[src/rtl/bpc_stats.sv]
// Saturating statistics counters: bursts, errored bursts, bit errors.
// A clear loads each counter with only the increment of the same cycle,
// so no event is lost when a clear coincides with it.
module bpc_stats #(
    parameter int CNT_W = 16,
    parameter int ADD_W = 6
) (
    input  logic             clk,
    input  logic             rst_n,
    input  logic             clr,
    input  logic             ev_burst,
    input  logic             ev_errb,
    input  logic [ADD_W-1:0] add_bits,
    output logic [CNT_W-1:0] burst_cnt,
    output logic [CNT_W-1:0] err_burst_cnt,
    output logic [CNT_W-1:0] bit_err_cnt
);
    localparam int NCNT = 3;
    localparam int SW   = ((ADD_W > CNT_W) ? ADD_W : CNT_W) + 1;
    localparam logic [SW-1:0]    MAXV = SW'({CNT_W{1'b1}});
    localparam logic [CNT_W-1:0] TOP  = {CNT_W{1'b1}};

    logic [CNT_W-1:0] cnt_q [NCNT];
    logic [ADD_W-1:0] inc   [NCNT];

    // Add with a ceiling at all ones.
    function automatic logic [CNT_W-1:0] sat_add(input logic [CNT_W-1:0] a,
                                                 input logic [ADD_W-1:0] b);
        logic [SW-1:0] s;
        s = SW'(a) + SW'(b);
        return (s > MAXV) ? TOP : s[CNT_W-1:0];
    endfunction

    assign inc[0] = ADD_W'(ev_burst);
    assign inc[1] = ADD_W'(ev_errb);
    assign inc[2] = add_bits;

    for (genvar g = 0; g < NCNT; g++) begin : g_cnt
        // Accumulate one statistic, restarting from zero on a clear.
        always_ff @(posedge clk) begin
            if (!rst_n) begin
                cnt_q[g] <= '0;
            end else begin
                cnt_q[g] <= sat_add(clr ? '0 : cnt_q[g], inc[g]);
            end
        end

        // once at the ceiling, a counter stays there until cleared.
        a_r7_sat_hold: assert property (@(posedge clk) disable iff (!rst_n)
            ($past(rst_n) && $past(cnt_q[g]) == TOP && !$past(clr)) |-> cnt_q[g] == TOP);
        // a clear with no concurrent event leaves the counter at zero.
        a_r8_clear_zero: assert property (@(posedge clk) disable iff (!rst_n)
            ($past(rst_n) && $past(clr) && $past(inc[g]) == '0) |-> cnt_q[g] == '0);
        // without a clear a counter never decreases.
        a_r7_monotonic: assert property (@(posedge clk) disable iff (!rst_n)
            ($past(rst_n) && !$past(clr)) |-> cnt_q[g] >= $past(cnt_q[g]));
    end

    assign burst_cnt     = cnt_q[0];
    assign err_burst_cnt = cnt_q[1];
    assign bit_err_cnt   = cnt_q[2];
endmodule

[config.mk]
export PLATFORM = sky130hd
export DESIGN_NAME = bpc_stats
export DESIGN_NICKNAME = d
export VERILOG_FILES = /design/src/rtl/bpc_stats.sv
export SDC_FILE = /design/constraint.sdc
export NUM_CORES = 1
export LEC_CHECK = 0
export BUFFER_PORTS_ARGS = -buffer_cell sky130_fd_sc_hd__clkbuf_2
export CAP_MARGIN = 20
export CORE_MARGIN = 4
export CORE_UTILIZATION = 40
export CTS_BUF_LIST = sky130_fd_sc_hd__clkbuf_4 sky130_fd_sc_hd__clkbuf_8 sky130_fd_sc_hd__clkbuf_16
export DETAILED_ROUTE_END_ITERATION = 6
export HOLD_SLACK_MARGIN = 0.12
export PLACE_DENSITY_LB_ADDON = 0.25
export SETUP_SLACK_MARGIN = 0.15
export SLEW_MARGIN = 5
export SYNTH_ARGS = -nofsm -noshare
export SYNTH_HDL_FRONTEND = slang
export SYNTH_SLANG_ARGS = --single-unit
[constraint.sdc]
create_clock -name clk -period 5.95 [get_ports clk]
set_input_delay 1.19 -clock clk [delete_from_list [all_inputs] [get_ports clk]]
set_output_delay 1.19 -clock clk [all_outputs]
set_load 0.03 [all_outputs]
Yosys cells after proc, flatten, opt, wreduce, memory -nomap -nowiden
Memory sizes are Yosys's and may differ from the RTL's.
Index checks and enable logic that the tools add are counted.

word-level totals
  register bits = 0
  memory bits (writable) = 48
  memories kept = 1

operators by class
  $add $sub $neg = 3
  $lt $le $gt $ge = 3
  muxes and demuxes = 11
  bitwise logic cells = 3

memory list
  name   depth  bits a word  read ports  clocked after memory_dff  write ports  line  RTL
  cnt_q  3      16           3           0                         3            23    logic [CNT_W-1:0] cnt_q [NCNT];

operators by type and width
  operator                                               count
  2-to-1 mux 16 bit                                      9
  > comparator 17 x 16 -> 1 bit (second input constant)  3
  adder 16 x 1 -> 17 bit                                 2
  adder 16 x 6 -> 17 bit                                 1
  bitwise OR 1 bit                                       3
  2-to-1 mux 1 bit                                       2

Logic depth before layout (Yosys ltp)
An unclocked memory read counts as a cell.

  depth after elaboration = 6
  mapped depth = 13

Worst setup path before layout
Ideal clock, no wire load.

  path kind = input-to-reg
  from = input port clr
  to = memory cnt_q[1][12]
  library setup time = 0.058 ns
  arrival = 3.621 ns
  required time = 5.892 ns
  path slack = 2.270 ns
  stages on the path = 12
  buffers on the path = 4
  cell sequence = clkbuf_1 buf_2 clkbuf_1 nor2b_1 ha_1 ha_1 nand4b_4 or4_1 buf_2 or3_1 a21oi_1 o21a_1

RTL lines
  item             line  RTL
  start, declared  10    input logic clr,
  end, declared    23

==> flow_metrics.env <==
export IMPL_leakagePower_nw=1.27
export IMPL_design_area_um2=3050
export IMPL_rows=29
export IMPL_num_io_pins=59
export IMPL_postCtsHoldBufs=0
export IMPL_reg_top3="cnt_q (48)"
export IMPL_min_period_ns=3.96
export IMPL_clock_sinks=48
export IMPL_grt_pass1_vias=2296
export IMPL_path_cells="clkbuf_2 > nor2b_1 > ha_1 > ha_1 > nand4b_4 > or4_1 > nor3_2 > nand2_1 > o211ai_1"
export IMPL_coreArea_um2=6350
export IMPL_ys_seq_area_share_pct=36.7
export IMPL_synth_cell_type_count=49
export IMPL_wl_per_cell_um=14.0
export IMPL_grt_pass1_wl_um=10600
export IMPL_drt_iter0_drc=121
export IMPL_async_reset_ff_share_pct=0
export IMPL_status="complete, no violations"
export IMPL_skew_ns=0.00630
export IMPL_worst_slew_pin_slew_ns=0.768
export IMPL_min_path_type="reg -> reg"
export IMPL_drive_gt1_share_pct=19.2
export IMPL_slew_headroom_pct=48.5
export IMPL_finalHoldViolCount=0
export IMPL_synth_cells=314
export IMPL_arrival_ns=4.19
export IMPL_dp_hpwl_um=4460
export IMPL_vias=2434
export IMPL_synth_warnings=0
export IMPL_gp_congestion=0.785
export IMPL_grt_usage_pct=16.9
export IMPL_routed_wl_um=6230
export IMPL_path_clk_slew_ns=0.09
export IMPL_cts_path_max_buffers=2
export IMPL_r2r_slack_ns=3.08
export IMPL_cts_root_buf="clkbuf_8"
export IMPL_maxCapViolations=0
export IMPL_fin_crit_sh_pct=66.6
export IMPL_slowest_stage="or4_1"
export IMPL_fmax_mhz=252
export IMPL_route_antenna_remaining_nets=0
export IMPL_cts_setup_buffers=0
export IMPL_grt_start_max_net_pins=36
export IMPL_r2r_start="cnt_q[1][0]"
export IMPL_synthToLayoutAreaGrowth_pct=16.5
export IMPL_cp_end_kind="flop"
export IMPL_port_buffers=58
export IMPL_h_tree_depth=2
export IMPL_cp_required_ns=6.18
export IMPL_n_antenna_cell=0
export IMPL_viasPerCell=5.46
export IMPL_grt_overflow=0
export IMPL_firstDrtPassIters=4
export IMPL_worst_path_max_fanout=35
export IMPL_synth_main_ff_cell="dfxtp_1"
export IMPL_cts_tree="built"
export IMPL_dieArea_um2=7900
export IMPL_antenna_found_initial=0
export IMPL_syn_area_per_cell_um2=8.33
export IMPL_start_util_pct=41.2
export IMPL_ir_drop_mv=0.133
export IMPL_place_area_um2=2950
export IMPL_die_w_um=88.9
export IMPL_die_h_um=88.9
export IMPL_drv_slew=0
export IMPL_cts_buffers=5
export IMPL_crit_path_start="clr"
export IMPL_hp_start="cnt_q[1][14]"
export IMPL_top_register="cnt_q"
export IMPL_nNetsFinal=390
export IMPL_critPathMaxStageDelay_ns=0.67
export IMPL_cpMostUsedCell="ha_1"
export IMPL_cp_start_kind="input port"
export IMPL_setup_worst_path_class="in -> reg"
export IMPL_synth_edf_count=0
export IMPL_power_density_nw_per_um2=201
export IMPL_drcViolationCount=0
export IMPL_worstSkewPairLatency_ns=0.30
export IMPL_syn_area_um2=2620
export IMPL_post_cts_resized=0
export IMPL_finalSetupTns_ns=0
export IMPL_synth_seq_cells=48
export IMPL_grt_setup_unrepaired="false"
export IMPL_synth_nets=336
export IMPL_largest_reg_flops=48
export IMPL_setup_viol=0
## cell type report
| type | instances | area [um2] |
|---|---|---|
| timing repair buffer | 58 | 290 |
| sequential | 48 | 961 |
| clock inverter | 2 | 10.0 |
| inverter | 13 | 48.8 |
| multi-input combinational | 242 | 1560 |
| fill | 638 | 3300 |
| clock buffer | 6 | 82.6 |
| tap | 77 | 96.3 |
## per-stage QoR
step	worst slack, ns	hold slack (ns)	total power [mW]	std cells	util, %
floorplan	2.27	0.640	0.396	314	-
global placement	1.68	0.484	0.416	438	46.5
detailed placement	1.64	0.490	0.417	438	46.5
CTS	1.96	0.502	0.622	446	48.0
global route	1.68	0.541	0.641	446	48.0
finish	1.99	0.504	0.613	446	48.0
## metal layers
layer,GRT usage (%),vias up,share of wire [%],routed length [um]
li1,-,1223,-,-
met1,22.2,1135,46,2880
met2,27.8,69,47,2940
met3,3.17,7,5.2,324
met4,5.22,0,1.2,76
met5,0,-,0,0
## cell families after synthesis
| group | after synthesis | synth area share (%) |
|---|---|---|
| compound gates | 72 | 17.0 |
| xor+xnor | 26 | 8.71 |
| fa+ha+maj | 11 | 5.55 |
| buf+inv | 24 | 3.68 |
| flops | 48 | 36.7 |
| mux | 1 | 0.383 |
| simple gates | 132 | 27.9 |
## power by group
part / total, mW / internal (mW) / switching, mW
Clock: 0.204 / 0.0930 / 0.111
Sequential: 0.332 / 0.328 / 0.00441
Combinational: 0.0772 / 0.0261 / 0.0511
Total: 0.613 / 0.447 / 0.166
## cell usage after synthesis, types with 2 or more instances
| cell | n | area [um2] |
|---|---|---|
| and3_1 | 6 | 37.5 |
| and4b_1 | 2 | 20.0 |
| xnor2_1 | 18 | 158 |
| or3_1 | 2 | 12.5 |
| nor3_1 | 9 | 45.0 |
| o21a_1 | 11 | 82.6 |
| o21ai_0 | 14 | 70.1 |
| xor2_1 | 8 | 70.1 |
| and2b_1 | 2 | 15.0 |
| a21oi_1 | 26 | 130 |
| nand4_1 | 9 | 56.3 |
| clkbuf_1 | 8 | 30.0 |
| nand2b_1 | 3 | 18.8 |
| a41oi_1 | 2 | 17.5 |
| and2_1 | 3 | 18.8 |
| clkinv_1 | 2 | 7.51 |
| nand4b_1 | 2 | 17.5 |
| nor2b_1 | 18 | 113 |
| nand3b_1 | 2 | 15.0 |
| or4_1 | 2 | 15.0 |
| buf_2 | 2 | 10.0 |
| nor2_1 | 28 | 105 |
| dfxtp_1 | 48 | 961 |
| nand2_1 | 23 | 86.3 |
| ha_1 | 10 | 125 |
| inv_1 | 11 | 41.3 |
| a211oi_1 | 6 | 45.0 |
| nand3_1 | 13 | 65.1 |
| a21o_1 | 2 | 15.0 |
| a31oi_1 | 3 | 18.8 |
## worst max-delay path, delay by kind of cell
family	cells	cell delay, ns
simple gates	5	2.00
compound gates	1	0.13
fa+ha+maj	2	0.46
buf+inv	1	0.41
## layout by cell type, fill, tap and decap left out, types with 2 or more instances in the layout
cell type,count
a211oi_1,6
a21o_1,2
a21oi_1,26
a31oi_1,3
a41oi_1,2
and2_1,3
and2b_1,2
and3_1,6
and4b_1,2
clkbuf_2,58
clkbuf_8,6
clkinv_1,2
clkinv_2,2
dfxtp_1,48
ha_1,10
inv_1,11
nand2_1,23
nand2b_1,3
nand3_1,13
nand3b_1,2
nand4_1,9
nand4b_1,2
nor2_1,28
nor2b_1,18
nor3_1,9
o21a_1,11
o21ai_0,14
or3_1,2
or4_1,2
xnor2_1,18
xor2_1,8
## worst paths after layout
kind              cells past startpoint            to
hold reg to reg                       1  cnt_q[1][14]
hold / removal                        1  cnt_q[1][14]
setup / recovery                      9  cnt_q[1][11]
setup reg to reg                      8  cnt_q[1][11]
Note: power is estimated with default switching activity, not from simulation.
